===== config.mk =====
export PLATFORM = sky130hd
export DESIGN_NAME = cbp_pipe
export DESIGN_NICKNAME = d
export VERILOG_FILES = /design/src/rtl/cbp_pkg.sv /design/src/rtl/cbp_stage.sv /design/src/rtl/cbp_datapath.sv /design/src/rtl/cbp_control.sv /design/src/rtl/cbp_pipe.sv
export SDC_FILE = /design/constraint.sdc
export NUM_CORES = 1
export LEC_CHECK = 0
export ABC_AREA = 1
export BUFFER_PORTS_ARGS = -buffer_cell sky130_fd_sc_hd__buf_2
export CELL_PAD_IN_SITES_DETAIL_PLACEMENT = 0
export CELL_PAD_IN_SITES_GLOBAL_PLACEMENT = 1
export CORE_AREA = 8 8 245 247
export CTS_CLUSTER_SIZE = 30
export DETAILED_ROUTE_END_ITERATION = 10
export DIE_AREA = 0 0 253 255
export GPL_TIMING_DRIVEN = 0
export PLACE_DENSITY_LB_ADDON = 0.12
export SLEW_MARGIN = 5
export SYNTH_ARGS = -nofsm -noshare
export SYNTH_HDL_FRONTEND = slang
export SYNTH_SLANG_ARGS = --single-unit

===== constraint.sdc =====
create_clock -name clk -period 3.5 [get_ports clk]
set_input_delay 0.525 -clock clk [delete_from_list [all_inputs] [get_ports clk]]
set_output_delay 0.525 -clock clk [all_outputs]
set_load 0.01 [all_outputs]

===== src/rtl/cbp_pkg.sv =====
package cbp_pkg;

  // Strobes passed from the mode controller to the datapath
  typedef struct packed {
    logic bypassEn;  // skip the first register of every stage pair
    logic acceptEn;  // admit new items at the pipeline head
  } cbpCtrl_t;

endpackage


===== src/rtl/cbp_stage.sv =====
// One pipeline stage: a fixed transform followed by a register that can
// optionally be skipped so that the transform feeds the next stage directly.
module cbp_stage #(
  parameter int                 DATA_W     = 32,
  parameter int                 STAGE_IDX  = 0,
  parameter logic [DATA_W-1:0]  STEP_K     = 32'h9E3779B9,
  parameter bit                 CAN_BYPASS = 1'b0
) (
  input  logic              clk,
  input  logic              rst,
  input  logic              bypassEn,
  input  logic              inValid,
  input  logic [DATA_W-1:0] inData,
  output logic              outValid,
  output logic [DATA_W-1:0] outData,
  output logic              regValid
);

  localparam logic [DATA_W-1:0] ADD_K = DATA_W'(STEP_K * (STAGE_IDX + 1));

  logic [DATA_W-1:0] fnOut;
  logic              skipReg;
  logic              vReg;
  logic [DATA_W-1:0] dReg;

  assign fnOut   = {inData[DATA_W-2:0], inData[DATA_W-1]} + ADD_K;
  assign skipReg = CAN_BYPASS & bypassEn;

  always_ff @(posedge clk) begin
    if (rst) begin
      vReg <= 1'b0;
      dReg <= '0;
    end else begin
      // a skipped register is kept empty
      vReg <= inValid & ~skipReg;
      if (inValid && !skipReg) dReg <= fnOut;
    end
  end

  assign outValid = skipReg ? inValid : vReg;
  assign outData  = skipReg ? fnOut   : dReg;
  assign regValid = vReg;

endmodule


===== src/rtl/cbp_datapath.sv =====
// Chain of stage pairs; the first stage of each pair has a skippable register.
module cbp_datapath
  import cbp_pkg::*;
#(
  parameter int                DATA_W = 32,
  parameter int                PAIRS  = 5,
  parameter logic [DATA_W-1:0] STEP_K = 32'h9E3779B9,
  localparam int               STAGES = 2 * PAIRS
) (
  input  logic              clk,
  input  logic              rst,
  input  cbpCtrl_t          ctrl,
  input  logic              inValid,
  input  logic [DATA_W-1:0] inData,
  output logic              outValid,
  output logic [DATA_W-1:0] outData,
  output logic [STAGES-1:0] validVec,
  output logic              anyValid
);

  logic              chainV [STAGES+1];
  logic [DATA_W-1:0] chainD [STAGES+1];

  assign chainV[0] = inValid & ctrl.acceptEn;
  assign chainD[0] = inData;

  for (genvar s = 0; s < STAGES; s++) begin : g_stage
    cbp_stage #(
      .DATA_W    (DATA_W),
      .STAGE_IDX (s),
      .STEP_K    (STEP_K),
      .CAN_BYPASS((s % 2) == 0)
    ) u_stage (
      .clk     (clk),
      .rst     (rst),
      .bypassEn(ctrl.bypassEn),
      .inValid (chainV[s]),
      .inData  (chainD[s]),
      .outValid(chainV[s+1]),
      .outData (chainD[s+1]),
      .regValid(validVec[s])
    );
  end

  assign outValid = chainV[STAGES];
  assign outData  = chainD[STAGES];
  assign anyValid = |validVec;

endmodule


===== src/rtl/cbp_control.sv =====
// Mode controller: holds the active mode and drains before a change.
module cbp_control
  import cbp_pkg::*;
#(
  parameter int LAT_W    = 4,
  parameter int FULL_LAT = 10,
  parameter int HALF_LAT = 5
) (
  input  logic             clk,
  input  logic             rst,
  input  logic             halfReq,
  input  logic             anyValid,
  output cbpCtrl_t         ctrl,
  output logic             drainBusy,
  output logic [LAT_W-1:0] latency
);

  logic curHalf;

  always_ff @(posedge clk) begin
    if (rst) begin
      curHalf <= 1'b0;
    end else if (halfReq != curHalf && !anyValid) begin
      curHalf <= halfReq;
    end
  end

  always_comb begin
    drainBusy     = (halfReq != curHalf);
    ctrl.acceptEn = ~drainBusy;
    ctrl.bypassEn = curHalf;
    latency       = curHalf ? LAT_W'(HALF_LAT) : LAT_W'(FULL_LAT);
  end

endmodule


===== src/rtl/cbp_pipe.sv =====
// Top: depth-switchable pipeline.
module cbp_pipe
  import cbp_pkg::*;
#(
  parameter int                DATA_W = 32,
  parameter int                PAIRS  = 5,
  parameter logic [DATA_W-1:0] STEP_K = 32'h9E3779B9,
  localparam int               STAGES   = 2 * PAIRS,
  localparam int               FULL_LAT = STAGES,
  localparam int               HALF_LAT = PAIRS,
  localparam int               LAT_W    = $clog2(FULL_LAT + 1)
) (
  input  logic              clk,
  input  logic              rst,
  input  logic              halfReq,
  input  logic              inValid,
  input  logic [DATA_W-1:0] inData,
  output logic              outValid,
  output logic [DATA_W-1:0] outData,
  output logic              drainBusy,
  output logic [LAT_W-1:0]  latency
);

  cbpCtrl_t          ctrlBus;
  logic [STAGES-1:0] validVec;
  logic              anyValid;

  cbp_control #(
    .LAT_W   (LAT_W),
    .FULL_LAT(FULL_LAT),
    .HALF_LAT(HALF_LAT)
  ) u_control (
    .clk      (clk),
    .rst      (rst),
    .halfReq  (halfReq),
    .anyValid (anyValid),
    .ctrl     (ctrlBus),
    .drainBusy(drainBusy),
    .latency  (latency)
  );

  cbp_datapath #(
    .DATA_W(DATA_W),
    .PAIRS (PAIRS),
    .STEP_K(STEP_K)
  ) u_datapath (
    .clk     (clk),
    .rst     (rst),
    .ctrl    (ctrlBus),
    .inValid (inValid),
    .inData  (inData),
    .outValid(outValid),
    .outData (outData),
    .validVec(validVec),
    .anyValid(anyValid)
  );

endmodule


==> results of run 1 <==
-- per-stage QoR --
| step | TNS (ps) | hold slack (ps) | setup WS (ps) | util, % |
|---|---|---|---|---|
| 6_report | 0 | 241 | 57.0 | 49.4 |
| 5_1_grt | 0 | 242 | 46.4 | 49.4 |
| 4_1_cts | 0 | 205 | 82.8 | 49.4 |
| 3_5_place_dp | -4320 | 427 | -389 | 46.8 |
| 3_3_place_gp | -5810 | 426 | -400 | 46.8 |
| 2_1_floorplan | 0 | 406 | 1040 | - |
-- worst max-delay path: stages (launching register included) --
cell	delay (ps)
dfxtp_2	420
buf_6	170
buf_6	180
buf_4	310
buf_2	590
buf_4	470
nor2_1	140
inv_1	310
clkbuf_1	470
o21ai_0	200
inv_1	70
-- cell families after synthesis --
| family | Yosys count |
|---|---|
| compound gates | 612 |
| fa+ha+maj | 10 |
| simple gates | 2427 |
| flops | 331 |
| xor+xnor | 77 |
| buf+inv | 746 |
-- where the power goes --
group	switching (uW)	internal [uW]	total (uW)
registers	110	3890	4000
clock network	1850	2880	4730
logic	2010	800	2810
-- layout by cell type, fill, tap and decap left out, types with 25 or more instances in the layout --
cell          n
xor2_1       59
o21ai_0     195
inv_2        52
buf_2       101
inv_1       524
nor3_1       26
clkbuf_1     65
nor2_1      393
nand4_1      46
nand3_1     482
buf_4        54
o211ai_1     95
nand2_1    1237
o21ai_1      49
or2_2        41
dfxtp_1     330
nor2_2       40
clkbuf_16    43
a21oi_1     175
nand2_2      79
o22ai_1      25
-- sequential cells by signal, indices dropped and copies added, names as in the netlist --
signal and flops:
u_datapath.g_stage.u_stage.dReg 160, u_datapath.g_stage.u_stage.outData 160, u_datapath.g_stage.u_stage.regValid 5, u_datapath.g_stage.u_stage.outValid 5, u_control.curHalf 1
-- synth_stat cells, types with 6 or more instances --
cell type  number
nand2_2        79
inv_1         524
nand4_1        46
nand2_1      1237
a31oi_1        17
o21ai_0       195
dfxtp_1       331
nor2_1        393
o21ai_2        18
buf_6          12
buf_4          53
inv_2          52
nand3_1       482
a21oi_1       175
nor2_4         16
ha_1           10
nand3b_1       15
xnor2_1        18
o21ai_1        49
xor2_1         59
nand3_2        24
nand2_4         7
buf_2          36
clkbuf_1       58
nor2_2         40
or2_2          41
nor3_1         26
o211ai_1       95
o22ai_1        25
clkinv_1        6
-- final timing paths --
check / from / to / slack (ps) / depth (start not counted)
worst max-delay path: u_control.curHalf / u_datapath.g_stage[8].u_stage.dReg[31] / 60 / 10
worst min-delay path: inData[31] / u_datapath.g_stage[0].u_stage.dReg[0] / 240 / 2
worst max register to register: u_control.curHalf / u_datapath.g_stage[8].u_stage.dReg[31] / 60 / 10
worst min register to register: u_datapath.g_stage[5].u_stage.outData[31] / u_datapath.g_stage[6].u_stage.dReg[0] / 430 / 1
-- what timing repair did --
item                                    in CTS  in global routing
hold endpoints to repair                     0                  0
endpoints found under the setup margin      53                  1
gates resized for setup                      8                  3
-- metal layers --
metal	up-vias	share of wire [%]
met1	12600	45
met3	166	6.6
met4	0	3.6
met5	-	0
met2	829	44
li1	13700	-
-- layout make-up --
class | count | area, sq um
Buffer | 159 | 953
Timing Repair Buffer | 71 | 355
Sequential cell | 331 | 6630
Inverter | 583 | 2190
Clock inverter | 15 | 263
Tap cell | 756 | 946
Clock buffer | 59 | 1190
Multi-Input combinational cell | 3126 | 15100
Fill cell | 6192 | 28300
Antenna cell | 1 | 2.50
==> results.md, run 1 <==
- Vertical die dimension: 255 um
- Clock Latency Late Sink: 590 ps
- RSZ-0062 raised after global routing: no
- Num rows: 87
- Final hold vios: 0
- Number of global-route vias before repair: 25200
- Crit end category: flop
- Initial antenna violation count: 1
- Post-synthesis cell area: 24900 sq um
- Synth warnings: 0
- Distinct cells, synth: approximately 60
- Synthesis-stage register bit count: approximately 330
- Final period utilization: 98.4%
- Met2 Use GR: 48.8%
- Post-Syn Nets: 4249
- Share of layout cells above drive strength 1: 12.2%
- Synth Area in XOR/XNOR: 2.71%
- DP HPWL: roughly 80000 um
- Die width: 253 um
- Detailed Routing Iterations Pass 1: 6
- Iter 0 DRT Violations: 2350
- First-pass GRT wire length: approximately 150000 um
- Slew @ Worst Pin: 1240 ps
- GRT Resource Usage Total: 30.2%
- Die area: 64500 sq um
- Clock sinks: 331
- Status: completed
- Power Total: 11500 uW
- Post-synth top area cell: dfxtp_1
- Non-filler instance count after layout: 5101
- Dominant synthesized flop cell: dfxtp_1
- FFs w/ async S/R, synth: 0%
- Synth top area share: 26.6%
- Critical path class: reg -> reg
- Vias per cell: 5.36
- GPL Wtd Cong: 0.980
- Synth top area cells: dfxtp_1, nand2_1, nand3_1
- Max cap viols: 0
- Detail Route Antenna Nets: 0
- Drt total wl: a little over 100000 um
- Pwr/cell area: 417 nW/um^2
- Critical path startpoint category: flop
- Worst rel slew slack: roughly 17%
- Port bufs: between 70 and 80
- Max Clock Freq: roughly 0.29 GHz
- GR Util met1: 40.7%
- Met3 usage: 4.74%
- Io pins: 74
- Sequential area share after synthesis: 26.6%
- Fin crit period: 3440 ps
- Mux share of post-synthesis cell area: 0%
- Post-Synth Simple-Gate Area: 43.2%
- H-tree depth: 2
- Total grt overflow: 0
- Synth Area in Adders: 0.503%
- Hold-fix buffers at CTS: 0
- P_leak: between 0.01 and 0.015 uW
- Worst-path clk slew: 60 ps
- Worst clock skew: 34.2 ps
- CTS buffer count: 42
- CTS root buf: clkbuf_16
- WP data required: 4010 ps
- Drt wl/cell: 19.8 um
- Largest family of logic cells by synthesized area: simple AND/OR/NAND/NOR gates
- Max IR drop VDD: 336 uV
- Vias after detailed routing: 27300
- Pins Over Slew Limit: 0
- Largest net degree at the start of global routing: 21
- Worst Path Max Fanout: 11
- Number of enable flip-flop cells after synthesis: 0
- Clock Tree Buf Depth: 3
- Final setup violation count: 0
- # DRC: 0
- CTS tree: built
- Compound-Gate Fraction of Synth Area: between 10% and 20%
- Cells after synthesis: 4203
- DP Area: 26200 sq um
- Arr. time, crit path: 3960 ps
- Worst Hold Class: in -> reg
- Core area: ~56000 sq um
- Cell area after layout: 27600 sq um
- Layout area overhead: 11.1%
- Layout Nets: 4360
- Setup bufs post-CTS: 0
- Initial Utilization: 44.5%
- GRT Max-Usage Layer: met2
- Inst Count DP: 5030
- Syn Area/Cell: 5.92 sq um
(Power assumes the default switching activity.)
==> inputs of run 2 (changes only) <==
--- a/config.mk
+++ b/config.mk
@@ -7,12 +7,12 @@
 export LEC_CHECK = 0
 export ABC_AREA = 1
 export BUFFER_PORTS_ARGS = -buffer_cell sky130_fd_sc_hd__buf_2
-export CELL_PAD_IN_SITES_DETAIL_PLACEMENT = 0
-export CELL_PAD_IN_SITES_GLOBAL_PLACEMENT = 1
-export CORE_AREA = 8 8 245 247
+export CELL_PAD_IN_SITES_DETAIL_PLACEMENT = 1
+export CELL_PAD_IN_SITES_GLOBAL_PLACEMENT = 2
+export CORE_AREA = 8 8 280 282
 export CTS_CLUSTER_SIZE = 30
 export DETAILED_ROUTE_END_ITERATION = 10
-export DIE_AREA = 0 0 253 255
+export DIE_AREA = 0 0 288 290
 export GPL_TIMING_DRIVEN = 0
 export PLACE_DENSITY_LB_ADDON = 0.12
 export SLEW_MARGIN = 5
==> run 2 against run 1 <==
Effect of this change: non-clock buffer count stayed put; die area is 29% higher; cell area is 1.7% higher; critical path type is now reg -> out; critical endpoint is now drainBusy; clock skew is 2.7 ps higher; clock-buffer cell count is 5 higher; utilization is 11 points lower; via count is 1.7% higher.
==> results.md, run 2 (synthesis results as in run 1) <==
- Fill cell count: 10100 (+62%)
- Crit end category: output pin
- Layout area overhead: 12.9%
- GRT Resource Usage Total: 26.8% (-3.4 points)
- Die width: 288 um (+14%)
- CTS tree: built
- Status: completed
- H-tree depth: 2 (unchanged)
- Pint: 7820 uW (+3.4%)
- Max IR drop VDD: 292 uV (-13%)
- Multi-input logic area: 15100 sq um (about the same)
- Worst clock skew: 36.9 ps (+2.67 ps)
- Final hold vios: 0 (unchanged)
- Detail Route Antenna Nets: 0 (unchanged)
- Final period utilization: 98.9% (+0.54 points)
- Io pins: 74 (unchanged)
- Iter 0 DRT Violations: 1603 (-32%)
- Largest net degree at the start of global routing: 21 (unchanged)
- NetSw: 4220 uW (+6.3%)
- Critical path class: reg -> out
- Critical path startpoint category: flop
- Slew @ Worst Pin: 1430 ps (+183 ps)
- Worst Hold Class: in -> reg
- Clock power frac: 42.6% (+1.6 points)
- CTS buffer count: 45 (+7.1%)
- Worst-path clk slew: 60 ps (about the same)
- Setup bufs post-CTS: 0 (unchanged)
- Area taken by flip-flops and latches: 6630 sq um (unchanged)
- CTS root buf: clkbuf_16
- Combinational power share: 24.2% (about the same)
- WP data required: 2970 ps (-1040 ps)
- Die area: 83500 sq um (+29%)
- Pins Over Slew Limit: 0 (unchanged)
- Cell area after layout: 28100 sq um (+1.7%)
- Most frequent cells in the layout: nand2_1, inv_1, nand3_1
- Detailed Routing Iterations Pass 1: 5 (-1)
- Clock Latency Late Sink: 610 ps (+20 ps)
- Max Clock Freq: 0.289 GHz (-0.55%)
- DP HPWL: 91400 um (+15%)
- Setup TNS: 0 ps (unchanged)
- Number of global-route vias before repair: 27600 (+9.5%)
- Core area: 73800 sq um (+32%)
- Sequential share of power: 33.2% (-1.5 points)
- Vias after detailed routing: 27800 (+1.7%)
- Num rows: 100 (+15%)
- Worst rel slew slack: 4.90% (-12 points)
- Worst Path Max Fanout: 19 (+8)
- First-pass GRT wire length: 172000 um (+15%)
- Drt wl/cell: 21.5 um (+8.9%)
- Max cap viols: 0 (unchanged)
- Arr. time, crit path: 2940 ps (-1020 ps)
- P_leak: 0.0138 uW (+0.65%)
- Vertical die dimension: 290 um (+14%)
- Leading cell type in the layout, fill and taps excluded: nand2_1
- Fin crit period: 3460 ps (+19.0 ps)
- Hold slack: 196 ps (-44.6 ps)
- Clock sinks: 331 (unchanged)
- Share of layout cells above drive strength 1: 12.5% (+0.28 points)
- Pwr/cell area: 428 nW/um^2 (+2.7%)
- Initial antenna violation count: 5 (+4)
- Final setup violation count: 0 (unchanged)
- Vias per cell: 5.22 (-2.6%)
- Slowest cell on the critical path: dfxtp_2
- Crit path cell chain: buf_6, buf_6, buf_8, buf_12, buf_6, clkbuf_8, xor2_2, buf_2
- Total grt overflow: 0 (unchanged)
- CP dominant cell by count: buf_6
- GPL Wtd Cong: 0.908 (-7.3%)
- Layout Nets: 4363 (+0.069%)
- Sw frac: 35.0% (+0.63 points)
- Drt total wl: 115000 um (+14%)
- Critical Path Max Stage Delay: 450 ps (-140 ps)
- Clock Tree Buf Depth: 3 (unchanged)
- RSZ-0062 raised after global routing: no
- Port bufs: 71 (unchanged)
- # DRC: 0 (unchanged)
- Initial Utilization: 33.7% (-11 points)
- DP Area: 26500 sq um (+1.0%)
## run 2: changes by cell type in the layout (fill, tap and decap cells not counted), sizes merged
cell	before	now
clkbuf	116	123
buf	173	171
clkinvlp	2	4
clkinv	12	13
## run 2: metrics by stage
stage / util [%] / cells / power, uW / setup slack (ps)
after global placement: 35.8 / 5243 / 6960 / -697
after detailed placement: 35.8 / 5243 / 6980 / -702
final: 38.1 / 5322 / 12000 / 38.1
after CTS: 38.1 / 5322 / 12100 / 17.7
after floorplan: - / 4203 / 5900 / 1040
after global routing: 38.1 / 5321 / 12500 / 13.1
## run 2: power by group through the flow
stage               Clock [uW]  Sequential (uW)  Combinational, uW
CTS                       5230             4000               2910
detailed placement           0             4080               2900
floorplan                    0             4040               1860
global route              5360             4010               3170
finish                    5130             4000               2910
global placement             0             4080               2880
## run 2: critical path: cells and delay by family (launching register included)
family / cells / cell delay (ps)
buf+inv: 7 / 1640
xor+xnor: 1 / 220
flops: 1 / 450
## run 2: final timing paths
check / startpoint / endpoint / slack, ps / cells after the start
worst max register to register: u_control.curHalf / u_datapath.g_stage[1].u_stage.outData[19] / 90 / 10
worst min register to register: u_datapath.g_stage[5].u_stage.outData[31] / u_datapath.g_stage[6].u_stage.dReg[0] / 450 / 1
worst max-delay path: u_control.curHalf / drainBusy / 40 / 8
worst min-delay path: inData[31] / u_datapath.g_stage[0].u_stage.dReg[0] / 200 / 2
## run 2: metal layers
layer  up-vias  routed length, um  GRT usage [%]
met1     13500              54000           36.5
met5         -                 27              0
met2       461              52800           44.4
met4         4               3470           7.69
li1      13700                  -              -
met3       136               4380           2.69
## run 2: cell type report
class / count / share of cell area (%)
flip-flops and latches: 331 / 23.6
well taps: 969 / 4.31
plain buffers: 159 / 3.48
inverters: 583 / 7.79
multi-input cells: 3126 / 53.8
diodes: 1 / 0.00890
clock inverters: 18 / 1.07
repair buffers: 71 / 1.26
clock buffers: 64 / 4.66
## run 2: timing repair
item	4_1_cts	5_1_grt
endpoints found under the setup margin	107	10
resized for setup	17	3
hold buffers	0	0
==> inputs of run 3 (changes only) <==
==> constraint.sdc (replaced) <==
create_clock -name clk -period 3.2 [get_ports clk]
set_input_delay 0.48 -clock clk [delete_from_list [all_inputs] [get_ports clk]]
set_output_delay 0.48 -clock clk [all_outputs]
set_load 0.01 [all_outputs]
==> run 3 against run 2 <==
Effect of this change: sequential power is 9.5% higher; non-clock buffer count is 5 higher; sequential share of layout area is 0.15 points lower; sequential cell count stayed put.
==> results.md, run 3 (synthesis results as in run 1) <==
- Most frequent cells in the layout: nand2_1, inv_1, nand3_1
- P_leak: 0.0139 uW (+0.57%)
- Vias per cell: 5.22 (about the same)
- Power Total: 13200 uW (+10%)
- Core area: 73800 sq um (unchanged)
- Critical path class: reg -> out
- Detailed Routing Iterations Pass 1: 5 (unchanged)
- WP data required: 2720 ps (-250 ps)
- Fin crit period: 3170 ps
- Pins Over Slew Limit: 0 (unchanged)
- Number of global-route vias before repair: 27700 (+0.31%)
- NetSw: 4650 uW (+10%)
- Max IR drop VDD: 325 uV (+11%)
- Worst Hold Class: in -> reg
- Port bufs: 71 (unchanged)
- Total grt overflow: 0 (unchanged)
- Detail Route Antenna Nets: 0 (unchanged)
- CTS tree: built
- Worst-path clk slew: 60 ps (about the same)
- H-tree depth: 2 (unchanged)
- Fill cell count: 10000 (-0.30%)
- Worst Path Max Fanout: 19 (unchanged)
- Io pins: 74 (unchanged)
- Pwr/cell area: 468 nW/um^2 (+9.2%)
- # DRC: 0 (unchanged)
- Initial Utilization: 33.7% (unchanged)
- Share of layout cells above drive strength 1: 12.8% (+0.31 points)
- Setup WS post-layout: 32.4 ps (-5.64 ps)
- DP Area: 26500 sq um (unchanged)
- Vertical die dimension: 290 um (unchanged)
- Drt total wl: 116000 um (+0.74%)
- Leading cell type in the layout, fill and taps excluded: nand2_1
- Clock sinks: 331 (unchanged)
- Pint: 8590 uW (+9.9%)
- Iter 0 DRT Violations: 1764 (+10%)
- First-pass GRT wire length: 173000 um (+0.55%)
- Status: completed
- Hold-fix buffers at CTS: 0 (unchanged)
- Initial antenna violation count: 7 (+2)
- Multi-input logic area: 15200 sq um (+0.25%)
- Max Clock Freq: ~0.32 GHz
- Clock power frac: 42.4% (-0.2 points)
- Final setup violation count: 0 (unchanged)
- Worst clock skew: 38.9 ps (+2.05 ps)
- Max cap viols: 0 (unchanged)
- CTS buffer count: 45 (unchanged)
- Num rows: 100 (unchanged)
- Sequential share of power: 33.1% (about the same)
- Slew @ Worst Pin: 1280 ps (-149 ps)
- Area taken by flip-flops and latches: 6630 sq um (about the same)
- Setup TNS: 0 ps (unchanged)
- Die area: 83500 sq um (unchanged)
- GPL Wtd Cong: 0.908 (unchanged)
- Layout Nets: 4368 (+0.11%)
- RSZ-0062 raised after global routing: yes
- Arr. time, crit path: 2690 ps (-250 ps)
- Clock Latency Late Sink: 620 ps (about the same)
- Drt wl/cell: 21.7 um (+0.61%)
- Final hold vios: 0 (unchanged)
- Worst rel slew slack: 14.8% (+9.9 points)
- Sw frac: 35.1% (+0.048 points)
- DP HPWL: 91400 um (unchanged)
- Clock Tree Buf Depth: 3 (unchanged)
- Die width: 288 um (unchanged)
- Largest net degree at the start of global routing: 20 (-4.8%)
- Combinational power share: 24.5% (+0.3 points)
- GRT Resource Usage Total: 26.9% (+0.15 points)
- CTS root buf: clkbuf_16
- Layout area overhead: 13.7%
- Vias after detailed routing: 27800 (+0.22%)
- Pre-CTS WS: -1000 ps (-300 ps)
- Critical path startpoint category: flop
- Crit end category: output pin
- Cell area after layout: 28300 sq um (+0.67%)
- Final period utilization: 99.0%
- Hold slack: 155 ps (-41.3 ps)
[run 3: path summary, 6_finish.rpt]
path,depth (start not counted),from,endpoint,slack (ps)
setup / recovery,8,u_control.curHalf,latency[3],30
hold / removal,2,inData[31],u_datapath.g_stage[0].u_stage.dReg[0],150
setup reg to reg,14,u_control.curHalf,u_datapath.g_stage[7].u_stage.outData[31],90
hold reg to reg,1,u_datapath.g_stage[5].u_stage.outData[31],u_datapath.g_stage[6].u_stage.dReg[0],450
[run 3: cell type report]
type,count,area share (%)
timing repair buffer,74,1.34
sequential,331,23.4
clock buffer,64,4.63
buffer,161,3.88
inverter,583,7.74
multi-input combinational,3126,53.6
clock inverter,18,1.07
tap,969,4.28
antenna,3,0.0265
[run 3: repair_timing]
| item | CTS | global route |
|---|---|---|
| setup endpoints to repair | 223 | 39 |
| resized for setup | 42 | 21 |
| buffers inserted | 3 | 0 |
| pin swaps | 0 | 1 |
| cloned | 0 | 0 |
[run 3: through the flow]
stage | std cells | util [%]
global placement | 5243 | 35.8
detailed placement | 5243 | 35.8
floorplan | 4203 | -
CTS | 5326 | 38.3
finish | 5329 | 38.3
global route | 5326 | 38.3
[run 3: routing by layer]
| metal | wire [um] | GRT usage [%] |
|---|---|---|
| met1 | 54600 | 36.8 |
| met4 | 3290 | 7.69 |
| met3 | 4300 | 2.64 |
| met2 | 53300 | 44.6 |
| met5 | 13 | 0 |
[run 3: critical path, stage by stage, from the launching register on]
cell and delay, ps:
dfxtp_4 380, inv_1 200, buf_8 250, buf_8 250
buf_8 230, buf_8 240, buf_6 250, buf_4 140
buf_2 110
[run 3: power groups by stage]
stage / combinational, uW / clock [uW] / sequential [uW]
after global placement: 3150 / 0 / 4460
final: 3250 / 5610 / 4380
after CTS: 3230 / 5720 / 4370
after detailed placement: 3170 / 0 / 4460
after floorplan: 2030 / 0 / 4420
after global routing: 3530 / 5860 / 4390
